--- src/rtl/wdt_pkg.sv ---
package wdt_pkg;
   typedef enum logic [1:0] {
      SRC_SYSDIV = 2'b00,
      SRC_LRC    = 2'b01,
      SRC_LXT    = 2'b10,
      SRC_ALT    = 2'b11
   } wdt_src_e;

   typedef enum logic [1:0] {
      PEND_NONE = 2'b00,
      PEND_A    = 2'b01,
      PEND_B    = 2'b10
   } wdt_pend_e;
endpackage

--- src/rtl/wdt_tick_gen.sv ---
module wdt_tick_gen
   import wdt_pkg::*;
#(
   parameter int SYS_DIV = 4
) (
   input  logic     clk,
   input  logic     rst_n,
   input  wdt_src_e src,
   input  logic     halted,
   input  logic     restart,
   input  logic     lrc_tick,
   input  logic     lxt_tick,
   output logic     tick
);
   logic sys_tick;

   if (SYS_DIV < 1) begin : g_bad_div
      $error("wdt_tick_gen: SYS_DIV must be at least 1");
   end

   if (SYS_DIV == 1) begin : g_nodiv
      assign sys_tick = ~halted;
   end else begin : g_div
      localparam int DIV_W = $clog2(SYS_DIV);
      localparam logic [DIV_W-1:0] DIV_LAST = DIV_W'(SYS_DIV - 1);
      logic [DIV_W-1:0] div_q;

      always_ff @(posedge clk or negedge rst_n) begin
         if (!rst_n)        div_q <= '0;
         else if (restart)  div_q <= '0;
         else if (!halted)  div_q <= (div_q == DIV_LAST) ? '0 : div_q + 1'b1;
      end

      assign sys_tick = (div_q == DIV_LAST) & ~halted;
   end

   always_comb begin
      unique case (src)
         SRC_SYSDIV: tick = sys_tick;
         SRC_LXT:    tick = lxt_tick;
         default:    tick = lrc_tick;
      endcase
   end
endmodule

--- src/rtl/wdt_clear_seq.sv ---
module wdt_clear_seq
   import wdt_pkg::*;
(
   input  logic clk,
   input  logic rst_n,
   input  logic pair_mode,
   input  logic clr_one,
   input  logic clr_a,
   input  logic clr_b,
   output logic done
);
   wdt_pend_e pend_q, pend_d;

   always_comb begin
      done   = 1'b0;
      pend_d = pend_q;
      if (!pair_mode) begin
         done   = clr_one;
         pend_d = PEND_NONE;
      end else if (clr_a ^ clr_b) begin
         if (clr_a) begin
            if (pend_q == PEND_B) begin
               done   = 1'b1;
               pend_d = PEND_NONE;
            end else begin
               pend_d = PEND_A;
            end
         end else begin
            if (pend_q == PEND_A) begin
               done   = 1'b1;
               pend_d = PEND_NONE;
            end else begin
               pend_d = PEND_B;
            end
         end
      end
   end

   always_ff @(posedge clk or negedge rst_n) begin
      if (!rst_n) pend_q <= PEND_NONE;
      else        pend_q <= pend_d;
   end
endmodule

--- src/rtl/wdt_count.sv ---
module wdt_count #(
   parameter int BASE_EXP = 8,
   parameter int PRE_W    = 3
) (
   input  logic             clk,
   input  logic             rst_n,
   input  logic             en,
   input  logic             restart,
   input  logic             tick,
   input  logic [PRE_W-1:0] pre,
   output logic             expire
);
   localparam int SPAN  = (1 << PRE_W) - 1;
   localparam int CNT_W = BASE_EXP + SPAN;

   if (BASE_EXP < 1 || PRE_W < 1 || PRE_W > 4) begin : g_bad_cfg
      $error("wdt_count: BASE_EXP >= 1 and 1 <= PRE_W <= 4 required");
   end

   logic [CNT_W-1:0] cnt_q;
   logic [CNT_W-1:0] last;

   always_comb last = {CNT_W{1'b1}} >> (SPAN - int'(pre));

   assign expire = en & tick & ~restart & (cnt_q >= last);

   always_ff @(posedge clk or negedge rst_n) begin
      if (!rst_n)                          cnt_q <= '0;
      else if (!en || restart || expire)   cnt_q <= '0;
      else if (tick)                       cnt_q <= cnt_q + 1'b1;
   end
endmodule

--- src/rtl/wdt_guard.sv ---
module wdt_guard
   import wdt_pkg::*;
#(
   parameter int BASE_EXP = 8,
   parameter int PRE_W    = 3,
   parameter int SYS_DIV  = 4
) (
   input  logic                clk,
   input  logic                rst_n,
   input  logic                cfg_en,
   input  logic                cfg_pair,
   input  logic                clr_one_i,
   input  logic                clr_a_i,
   input  logic                clr_b_i,
   input  logic                halt_i,
   input  logic                ctl_we_i,
   input  logic [PRE_W+1:0]    ctl_wdata_i,
   input  logic                lrc_tick_i,
   input  logic                lxt_tick_i,
   output logic                sys_rst_o,
   output logic                wake_o,
   output logic                to_o,
   output logic                pdf_o
);
   localparam int CTL_W = PRE_W + 2;
   localparam logic [CTL_W-1:0] CTL_RST = {SRC_SYSDIV, {PRE_W{1'b1}}};

   logic [CTL_W-1:0] ctl_q;
   logic             halted;
   logic             clr_done;
   logic             tick;
   logic             expire;
   wdt_src_e         src;

   assign src = wdt_src_e'(ctl_q[CTL_W-1 -: 2]);

   always_ff @(posedge clk or negedge rst_n) begin
      if (!rst_n)        ctl_q <= CTL_RST;
      else if (ctl_we_i) ctl_q <= ctl_wdata_i;
   end

   wdt_clear_seq u_clr (
      .clk       (clk),
      .rst_n     (rst_n),
      .pair_mode (cfg_pair),
      .clr_one   (clr_one_i),
      .clr_a     (clr_a_i),
      .clr_b     (clr_b_i),
      .done      (clr_done)
   );

   wdt_tick_gen #(.SYS_DIV(SYS_DIV)) u_tick (
      .clk      (clk),
      .rst_n    (rst_n),
      .src      (src),
      .halted   (halted),
      .restart  (clr_done),
      .lrc_tick (lrc_tick_i),
      .lxt_tick (lxt_tick_i),
      .tick     (tick)
   );

   wdt_count #(.BASE_EXP(BASE_EXP), .PRE_W(PRE_W)) u_cnt (
      .clk     (clk),
      .rst_n   (rst_n),
      .en      (cfg_en),
      .restart (clr_done),
      .tick    (tick),
      .pre     (ctl_q[PRE_W-1:0]),
      .expire  (expire)
   );

   always_ff @(posedge clk or negedge rst_n) begin
      if (!rst_n) begin
         sys_rst_o <= 1'b0;
         wake_o    <= 1'b0;
         to_o      <= 1'b0;
         pdf_o     <= 1'b0;
         halted    <= 1'b0;
      end else begin
         sys_rst_o <= expire & ~halted;
         wake_o    <= expire & halted;
         halted    <= halt_i | (halted & ~clr_done & ~expire);
         if (clr_done)    to_o <= 1'b0;
         else if (expire) to_o <= 1'b1;
         if (halt_i)        pdf_o <= 1'b1;
         else if (clr_done) pdf_o <= 1'b0;
      end
   end
endmodule

--- config.mk ---
export PLATFORM = sky130hd
export DESIGN_NAME = wdt_guard
export DESIGN_NICKNAME = d
export VERILOG_FILES = /design/src/rtl/wdt_pkg.sv /design/src/rtl/wdt_tick_gen.sv /design/src/rtl/wdt_clear_seq.sv /design/src/rtl/wdt_count.sv /design/src/rtl/wdt_guard.sv
export SDC_FILE = /design/constraint.sdc
export NUM_CORES = 1
export LEC_CHECK = 0
export BUFFER_PORTS_ARGS = -buffer_cell sky130_fd_sc_hd__buf_4
export CAP_MARGIN = 20
export CORE_ASPECT_RATIO = 2
export CORE_MARGIN = 10
export CORE_UTILIZATION = 27
export DETAILED_ROUTE_END_ITERATION = 12
export SLEW_MARGIN = 30
export SYNTH_ARGS = -nofsm -noshare
export SYNTH_HDL_FRONTEND = slang
export SYNTH_SLANG_ARGS = --single-unit
--- constraint.sdc ---
create_clock -name clk -period 3.1 [get_ports clk]
set_input_delay 0.155 -clock clk [delete_from_list [all_inputs] [get_ports clk]]
set_output_delay 0.155 -clock clk [all_outputs]
set_load 0.05 [all_outputs]
==> results of run 1 <==
## cells in the mapped netlist (3+ instances only)
library cell / instances / area share
a21oi_1: 13 / 0.037
inv_1: 6 / 0.013
ha_1: 9 / 0.064
nand3_1: 23 / 0.065
nand2_1: 30 / 0.064
clkbuf_1: 4 / 0.0085
nand4_1: 5 / 0.018
nor2_1: 13 / 0.028
dfstp_2: 3 / 0.045
nand3b_1: 3 / 0.013
dfrtp_1: 26 / 0.37
nor3_1: 5 / 0.014
mux2_2: 4 / 0.026
buf_2: 3 / 0.0085
a31oi_1: 13 / 0.046
nor4_1: 4 / 0.014
o21a_1: 3 / 0.013
o21ai_0: 4 / 0.011
## power groups by stage
| stage | clock network [uW] | registers, uW | logic [uW] |
|---|---|---|---|
| after floorplan | 0 | 419 | 65.3 |
| after global placement | 0 | 420 | 110 |
| after detailed placement | 0 | 421 | 112 |
| after CTS | 486 | 414 | 113 |
| after global routing | 499 | 417 | 127 |
| final | 473 | 414 | 111 |
## layout make-up
class,count,area share
sequential,29,0.3409
clock inverter,3,0.01053
tap,86,0.05029
multi-input combinational,156,0.4474
inverter,6,0.01053
timing repair buffer,23,0.08187
clock buffer,5,0.05848
## sequential cells by signal, indices dropped and copies added, names as in the netlist
register,flops
u_cnt.cnt_q,15
ctl_q,5
u_clr.pend_q,2
u_tick.g_div.div_q,2
halted,1
pdf_o,1
sys_rst_o,1
to_o,1
wake_o,1
## kinds of logic after synthesis
kind of cell / after synthesis / share of synthesized area
buf+inv: 16 / 0.04477
simple gates: 100 / 0.3014
flops: 29 / 0.4144
compound gates: 42 / 0.1443
fa+ha+maj: 9 / 0.06397
mux: 5 / 0.03127
## metrics by stage
stage               utilization  power (uW)  hold WS [ps]  setup WS [ps]  std cells
floorplan                     -       484.2        -140.6          907.6        201
global placement         0.3141       529.4         103.5          843.5        299
detailed placement       0.3141       532.6         107.9          802.6        299
CTS                      0.3391        1014         68.38          800.8        308
global route             0.3391        1044         83.84          542.7        308
finish                   0.3391       997.9         72.13          817.4        308
## final timing paths
path,to,startpoint,slack [ps]
setup / recovery,u_cnt.cnt_q[6]$_DFFE_PN0P_,ctl_q[1]$_DFFE_PN1P_,820
hold / removal,pdf_o$_DFFE_PN0P_,halt_i,70
setup reg to reg,u_cnt.cnt_q[6]$_DFFE_PN0P_,ctl_q[1]$_DFFE_PN1P_,820
hold reg to reg,pdf_o$_DFFE_PN0P_,pdf_o$_DFFE_PN0P_,510
max in group asynchronous,ctl_q[0]$_DFFE_PN1P_,rst_n,2450
min in group asynchronous,u_cnt.cnt_q[5]$_DFFE_PN0P_,rst_n,340
## layer usage
layer  vias to the layer above  global-route usage
met3                         9             0.02209
met1                       746             0.08231
li1                        784                   -
met5                         -                   0
met2                        23              0.1664
met4                         0             0.06429
## critical path, delay by kind of cell, from the launching register on
family / cells / cell delay (ps)
flip-flops: 1 / 570
AO/OA/AOI/OAI: 4 / 770
adder cells (fa/ha/maj): 1 / 320
buffers and inverters: 1 / 320
AND/OR/NAND/NOR: 2 / 210
==> impl_results.md, run 1 <==
* Pwr dens at 466.4 nW/um^2
* RSZ-0062 raised after global routing: false
* Die width at 77.10 um
* Setup TNS at 0 ps
* Most common library cell in the layout ignoring fill and taps: nand2_1
* Final min period at 2283 ps
* Hold Path Class: in2reg
* Setup Buffers After CTS at 0
* Row cnt at 41
* Seq/Total Area, Yosys at 0.4144
* Slew headroom at 0.6058
* Skew-Pair Late Insertion Delay at 280 ps
* Highest-count cells in the layout ignoring fill and taps: nand2_1 (30), dfrtp_1 (26), nand3_1 (23)
* Hold buffer count at CTS at 1
* Placed cell areas at 1982 um^2
* Post-synth EDFFs at 0
* First-pass GRT wire length at 7431 um
* Mapped Area at 1760 um^2
* Max Transition Viols Final at 0
* Aggregate global-route resource usage at 0.08983
* Multi-input logic area at 957.2 um^2
* Worst-path cell chain: nand3_1 -> ha_1 -> a21oi_1 -> o21ai_0 -> a211oi_2 -> buf_4 -> nand3_1 -> a31oi_1
* Switching portion of total power at 0.2587
* Routability cong. at 0.7530
* Hpwl dp at 3186 um
* WS Path Type: reg2reg
* 1st-pass router iterations at 4
* Initial cell density of the core at 0.2790
* P&R area growth vs syn at 21.54%
* Clk pwr share at 0.474
* Internal power at 739.8 uW
* Share of layout cells above drive strength 1 at 0.1892
* Die area at 10,350 um^2
* Fmax at 0.4381 GHz
* Clk root buf: clkbuf_16
* CORE AREA at 6310 um^2
* Initial antenna violation count at 0
* Crit-path max FO at 25
* Final wirelength at 4289 um
* Routed Antenna Nets at 0
* CP required at 3290 ps
* Final hold violation count at 0
* I/O Buffers at 19
* WL met2 at 2411 um
* Routed vias/inst at 5.071
* Final Skew at 3.846 ps
* Design area at 2140 um^2
* Mapped Cells at 201
* CTS clk-pin slew, worst paths at 50 ps
* Clock Path Buffers at 2
* CTS tree: yes
* Worst slew pin tran at 589.9 ps
* Inserted Clock Buffers at 5
* Syn Nets at 226
* Total of warnings raised by yosys at 0
* Maxcap violations at 0
* Global route overflow at 0
* Arr. time, crit path at 2470 ps
* Met3 Wirelength at 105 um
* Uppermost routed layer: met4
* Post-synth top flop: dfrtp_1
* CP Launch Type: flip-flop
* Final setup vio count at 0
* Vias after detailed routing at 1,562
* WHS Path Cells at 2
* Wire length per cell at 13.93 um
* Flop pwr share at 0.415
* CP max-delay cell: dfstp_2
* Routed length on met1 at 1613 um
* # clock sinks at 29
* CP most frequent cell: nand3_1
* H-tree levels at 2
* DR iter-0 viols at 61
* Peak VDD IR at 0.1885 mV
* Worst Reg-to-Reg Cells at 8
* Switch Pwr at 258.1 uW
* Post-route clock period utilization at 0.7363
* N_diodes at 0
* Pleak at 0.0008680 uW
* Register area at 729.5 um^2
* Chip Height at 134.2 um
* #FFs+latches synth at 29
* Combinational share of power at 0.111
* Num ports at 20
* Max incr delay on CP at 570 ps
* Synth cell types at 39
* Number of global-route vias before repair at 1,623
* Critical path capture point type: flip-flop
* Status: finished clean
* Final net count at 246
* Layout fillers at 683
* Ys async rst share at 1.000
* Cts repair resizes at 0
* DRC at 0
* Syn avg cell area at 8.758 um^2
* Largest net degree at the start of global routing at 30
Note: power is estimated with default switching activity, not from simulation.
==> run 2, diff against run 1 <==
==> constraint.sdc (replaced) <==
create_clock -name clk -period 2.4 [get_ports clk]
set_input_delay 0.12 -clock clk [delete_from_list [all_inputs] [get_ports clk]]
set_output_delay 0.12 -clock clk [all_outputs]
set_load 0.05 [all_outputs]
==> impl_results.md, run 2 (synthesis results as in run 1) <==
* Status: finished clean
* 1st-pass router iterations at 6 (+2)
* Hpwl dp at 3286 um (+3.1%)
* CTS tree: yes
* Routed vias/inst at 4.997 (-1.5%)
* Num ports at 20 (unchanged)
* Largest registers: u_cnt.cnt_q: 15 flops, ctl_q: 5 flops
* N_diodes at 0 (unchanged)
* Wire length per cell at 14.03 um (+0.72%)
* P&R area growth vs syn at 24.52%
* Met3 Wirelength at 135 um (+29%)
* Multi-input logic area at 969.7 um^2 (+1.3%)
* Vias after detailed routing at 1,569 (+0.45%)
* Max Transition Viols Final at 0 (unchanged)
* Arr. time, crit path at 2450 ps (-20 ps)
* Chip Height at 134.2 um (unchanged)
* Worst slew pin tran at 483.6 ps (-106.3 ps)
* Layout fillers at 659 (-3.5%)
* Top reg by flops: u_cnt.cnt_q
* Placed Cells at 304 (+1.7%)
* CTS clk-pin slew, worst paths at 50 ps (about the same)
* Highest-count cells in the layout ignoring fill and taps: nand2_1 (30), buf_4 (27), dfrtp_1 (26)
* H-tree levels at 2 (unchanged)
* Final min period at 2283 ps (+0.2670 ps)
* # clock sinks at 29 (unchanged)
* DR iter-0 viols at 106 (+74%)
* Routability cong. at 0.7656 (+1.7%)
* Largest register FFs at 15 (unchanged)
* DRC at 0 (unchanged)
* WS Path Type: reg2reg
* CP required at 2570 ps (-720 ps)
* Power Total at 1276 uW (+28%)
* Routed Antenna Nets at 0 (unchanged)
* Pleak at 0.0009082 uW (+4.6%)
* WL met2 at 2505 um (+3.9%)
* Pwr dens at 582.2 nW/um^2 (+25%)
* Skew-Pair Late Insertion Delay at 280 ps (about the same)
* First-pass GRT wire length at 7493 um (+0.83%)
* CP Launch Type: flip-flop
* Clk root buf: clkbuf_16
* Register area at 729.5 um^2 (unchanged)
* Fmax at 0.4381 GHz (about the same)
* Number of global-route vias before repair at 1,582 (-2.5%)
* Slew headroom at 0.6776 (+0.07179)
* Placed cell areas at 2019 um^2 (+1.9%)
* Clock Path Buffers at 2 (unchanged)
* Design area at 2192 um^2 (+2.5%)
* Initial cell density of the core at 0.2790 (unchanged)
* Initial antenna violation count at 0 (unchanged)
* Final wirelength at 4404 um (+2.7%)
* Maxcap violations at 0 (unchanged)
* Final net count at 252 (+2.4%)
* Min Hold Slack at 47.92 ps (-24.21 ps)
* Global route overflow at 0 (unchanged)
* Row cnt at 41 (unchanged)
* Final Skew at 5.521 ps (+1.675 ps)
* Finished Core Util at 0.3474 (+0.008328)
* Most common library cell in the layout ignoring fill and taps: nand2_1
* CORE AREA at 6310 um^2 (unchanged)
* Share of layout cells above drive strength 1 at 0.2105 (+0.02134)
* Uppermost routed layer: met4
* Die area at 10,350 um^2 (unchanged)
* Hold Path Class: in2reg
* Aggregate global-route resource usage at 0.09062 (+0.0007956)
* I/O Buffers at 19 (unchanged)
* Final Non-Filler Cells at 314 (+1.9%)
* Peak VDD IR at 0.3026 mV (+61%)
* Critical path capture point type: flip-flop
* Largest net degree at the start of global routing at 30 (unchanged)
* Crit-path max FO at 7 (-72%)
* Die width at 77.10 um (unchanged)
* Routed length on met1 at 1646 um (+2.0%)
* Final hold violation count at 0 (unchanged)
* Final setup vio count at 0 (unchanged)
* Inserted Clock Buffers at 5 (unchanged)
* Post-route clock period utilization at 0.9512 (+0.2149)
run 2: metrics by stage:
stage | setup slack, ps | TNS [ps]
floorplan | 207.6 | 0
global placement | 164.6 | 0
detailed placement | 126.8 | 0
CTS | 97.19 | 0
global route | -3.336 | -5.131
finish | 117.2 | 0
run 2: where the power goes:
part           internal, uW  switching (uW)
clock network           379             215
logic                  61.2            85.4
registers               514            21.4
total                   955             322
run 2: timing repair:
item,CTS,global route
hold buffers,1,0
setup endpoints to repair,0,11
hold endpoints to repair,26,0
gates resized for setup,0,3
setup buffers,0,1
run 2: cell type report:
class	count	area share
clock inverters	2	0.004566
clock buffers	6	0.05879
multi-input cells	156	0.4424
repair buffers	29	0.1022
well taps	86	0.04909
flip-flops and latches	29	0.3328
inverters	6	0.01027
run 2: path summary, 6_finish.rpt:
check,slack [ps],to,cells past startpoint,from
worst min-delay path,50,pdf_o$_DFFE_PN0P_,2,halt_i
min in group asynchronous,310,u_cnt.cnt_q[8]$_DFFE_PN0P_,2,rst_n
max in group asynchronous,1770,ctl_q[0]$_DFFE_PN1P_,2,rst_n
worst max register to register,120,halted$_DFF_PN0_,7,ctl_q[1]$_DFFE_PN1P_
worst min register to register,510,to_o$_DFFE_PN0P_,1,to_o$_DFFE_PN0P_
worst max-delay path,120,halted$_DFF_PN0_,7,ctl_q[1]$_DFFE_PN1P_
run 2: layer usage:
| metal | vias to the layer above | global-route usage |
|---|---|---|
| met5 | - | 0 |
| met2 | 28 | 0.1734 |
| li1 | 792 | - |
| met4 | 0 | 0.05714 |
| met1 | 743 | 0.08304 |
| met3 | 6 | 0.01941 |
run 2: critical path: stages, from the launching register on:
cell and delay (ps):
dfstp_2 580, a21oi_1 80, ha_1 310, nand4_1 80, nor4_1 340, a211oi_2 160
or3_4 400, a31o_1 220
==> run 3, diff against run 2 <==
--- a/config.mk
+++ b/config.mk
@@ -14,4 +14,5 @@
 export SLEW_MARGIN = 30
 export SYNTH_ARGS = -nofsm -noshare
 export SYNTH_HDL_FRONTEND = slang
+export SYNTH_HIERARCHICAL = 1
 export SYNTH_SLANG_ARGS = --single-unit
==> impl_results.md, run 3 <==
* Status: finished, violations left
* Failing checks: setup timing
* Min Hold Slack at 34.48 ps (-13.44 ps)
* Initial antenna violation count at 0 (unchanged)
* Pwr dens at 629.3 nW/um^2 (+8.1%)
* CP Launch Type: flip-flop
* Worst slew pin tran at 589.5 ps (+105.9 ps)
* Post-synth EDFFs at 0 (unchanged)
* I/O Buffers at 19 (unchanged)
* First-pass GRT wire length at 6969 um (-7.0%)
* Worst Setup EP: u_cnt/cnt_q[5]$_DFFE_PN0P_
* Fmax at 0.4095 GHz (-6.5%)
* Die width at 76.96 um (-0.18%)
* Final hold violation count at 0 (unchanged)
* # clock sinks at 29 (unchanged)
* Total of warnings raised by yosys at 6 (+6)
* Mapped Area at 1752 um^2 (-0.50%)
* Setup slack, reg-to-reg at -40 ps (-160 ps)
* Final setup vio count at 12 (+12)
* #FFs+latches synth at 29 (unchanged)
* Largest register FFs at 15 (unchanged)
* Inserted Clock Buffers at 5 (unchanged)
* Syn avg cell area at 10.24 um^2 (+17%)
* Largest registers: u_cnt/cnt_q: 15 flops, ctl_q: 5 flops
* Most common library cells after synthesis: dfrtp_1 (26), nor2_1 (12)
* Worst reg2reg path endpoint: u_cnt/cnt_q[5]$_DFFE_PN0P_
* Clock Path Buffers at 2 (unchanged)
* Highest-count cells in the layout ignoring fill and taps: buf_4 (28), dfrtp_1 (26), nand2_1 (9), o21a_1 (9), ha_1 (9)
* Setup ws final at -41.99 ps (-159.2 ps)
* Final net count at 229 (-9.1%)
* Hpwl dp at 3149 um (-4.2%)
* Seq/Total Area, Yosys at 0.4164 (+0.002072)
* Worst Reg-to-Reg Cells at 8 (+1)
* Design area at 2275 um^2 (+3.8%)
* Num ports at 20 (unchanged)
* Clk root buf: clkbuf_16
* Synth cell types at 40 (+2.6%)
* DRC at 0 (unchanged)
* Maxcap violations at 0 (unchanged)
* Mapped Cells at 171 (-15%)
* N_diodes at 0 (unchanged)
* CP required at 2560 ps (about the same)
* Hold Path Class: in2reg
* Row cnt at 41 (unchanged)
* RSZ-0062 raised after global routing: true
* Number of global-route vias before repair at 1,505 (-4.9%)
* Final Skew at 9.609 ps (+4.089 ps)
* Peak VDD IR at 0.4627 mV (+53%)
* Top reg by flops: u_cnt/cnt_q
* Arr. time, crit path at 2600 ps (+150 ps)
* Share of layout cells above drive strength 1 at 0.2927 (+0.08216)
* H-tree levels at 2 (unchanged)
* Post-synth top area share at 0.3714 (+0.001848)
* Max Transition Viols Final at 0 (unchanged)
* CTS clk-pin slew, worst paths at 50 ps (about the same)
* DR iter-0 viols at 35 (-67%)
* Die area at 10,310 um^2 (-0.39%)
* Placed cell areas at 2053 um^2 (+1.7%)
* CORE AREA at 6310 um^2 (unchanged)
* Critical path capture point type: flip-flop
* Largest net degree at the start of global routing at 30 (unchanged)
* Final min period at 2442 ps (+159.2 ps)
* Chip Height at 133.9 um (-0.21%)
* CTS tree: yes
* Cell taking the most area after synthesis: dfrtp_1
* Syn Nets at 196 (-13%)
* P&R area growth vs syn at 29.86%
* Slew headroom at 0.6070 (-0.07059)
* Routability cong. at 0.7937 (+3.7%)
* Skew-Pair Late Insertion Delay at 280 ps (about the same)
* Post-route clock period utilization at 1.017 (+0.06632)
* Wire length per cell at 14.06 um (+0.23%)
* Global route overflow at 0 (unchanged)
* Initial cell density of the core at 0.2776 (-0.001388)
* Critical Path Start: ctl_q[1]$_DFFE_PN1P_
* Vias after detailed routing at 1,442 (-8.1%)
* Aggregate global-route resource usage at 0.08526 (-0.005359)
* WS Path Type: reg2reg
* Ys async rst share at 1.000 (unchanged)
* 1st-pass router iterations at 4 (-2)
* Final wirelength at 4091 um (-7.1%)
* Synth top area cells: dfrtp_1 (37%), ha_1 (6.4%), dfstp_2 (4.5%), o311ai_0 (4.5%), o21a_1 (3.9%)
* Routed vias/inst at 4.955 (-0.83%)
* Pleak at 0.001011 uW (+11%)
* Crit-path max FO at 11 (+4)
* Post-synth top flop: dfrtp_1
* Count leader, synth: dfrtp_1
* Most common library cell in the layout ignoring fill and taps: buf_4
* Critical R2R Launch: ctl_q[1]$_DFFE_PN1P_
* Routed Antenna Nets at 0 (unchanged)
run 3: where the power goes:
| part | switching, uW | internal (uW) | leakage [uW] |
|---|---|---|---|
| Clock | 214 | 517 | 0.0000841 |
| Combinational | 80.4 | 83.9 | 0.000546 |
| Sequential | 21.5 | 515 | 0.000380 |
| Total | 316 | 1120 | 0.00101 |
run 3: final cells by class:
class / instances / area (um^2)
fillers: 635 / 4035
multi-input cells: 133 / 982.2
flip-flops and latches: 29 / 729.5
repair buffers: 32 / 271.5
clock buffers: 7 / 142.6
well taps: 86 / 107.6
clock inverters: 1 / 30.03
inverters: 3 / 11.26
run 3: worst min path at each step:
| stage | to | cells after the start | startpoint |
|---|---|---|---|
| floorplan | ctl_q[3]$_DFFE_PN0P_ | 0 | rst_n |
| global placement | u_cnt/cnt_q[7]$_DFFE_PN0P_ | 1 | rst_n |
| detailed placement | u_cnt/cnt_q[6]$_DFFE_PN0P_ | 1 | rst_n |
| CTS | pdf_o$_DFFE_PN0P_ | 2 | halt_i |
| global route | halted$_DFF_PN0_ | 2 | halt_i |
| finish | pdf_o$_DFFE_PN0P_ | 2 | halt_i |
run 3: timing repair:
action | in CTS | in global routing
setup endpoints to repair | 17 | 19
gates resized for setup | 3 | 5
cloned | 0 | 0
hold endpoints to repair | 26 | 0
pin swaps | 2 | 5
buffers inserted | 0 | 2
hold buffers | 1 | 0
run 3: critical path, cell delays in order, from the launching register on:
cell      delay (ps)
dfstp_2          580
o21ai_0          110
ha_1             310
nand4_1          130
or4_4            550
o21bai_2         240
buf_12           170
nor3b_1           50
o21a_1           170
run 3: per-stage QoR:
stage               setup WS [ps]  setup TNS, ps  instances  utilization  total power, uW
detailed placement         -57.66         -575.8        280       0.3254            702.2
finish                     -41.99         -312.6        291       0.3605             1432
floorplan                   91.65              0        171            -            632.8
global route               -142.5          -1721        291       0.3605             1497
CTS                        -59.81         -612.1        289       0.3557             1450
global placement            4.575              0        280       0.3254            697.6
run 3: cells by family (layout without fill, tap and decap cells):
group | Yosys count | after routing | share of synthesized area
compound gates | 46 | 46 | 0.2029
simple gates | 71 | 71 | 0.2379
fa+ha+maj | 9 | 9 | 0.06429
flops | 29 | 29 | 0.4164
buf+inv | 9 | 43 | 0.03428
mux | 7 | 7 | 0.04428
run 3: metal layers:
metal / track usage / routed length (um) / part of all wire
met5: 0 / 0 / 0
met4: 0.05925 / 128 / 0.031
met3: 0.01406 / 62 / 0.015
met2: 0.1631 / 2387 / 0.58
met1: 0.07838 / 1512 / 0.37
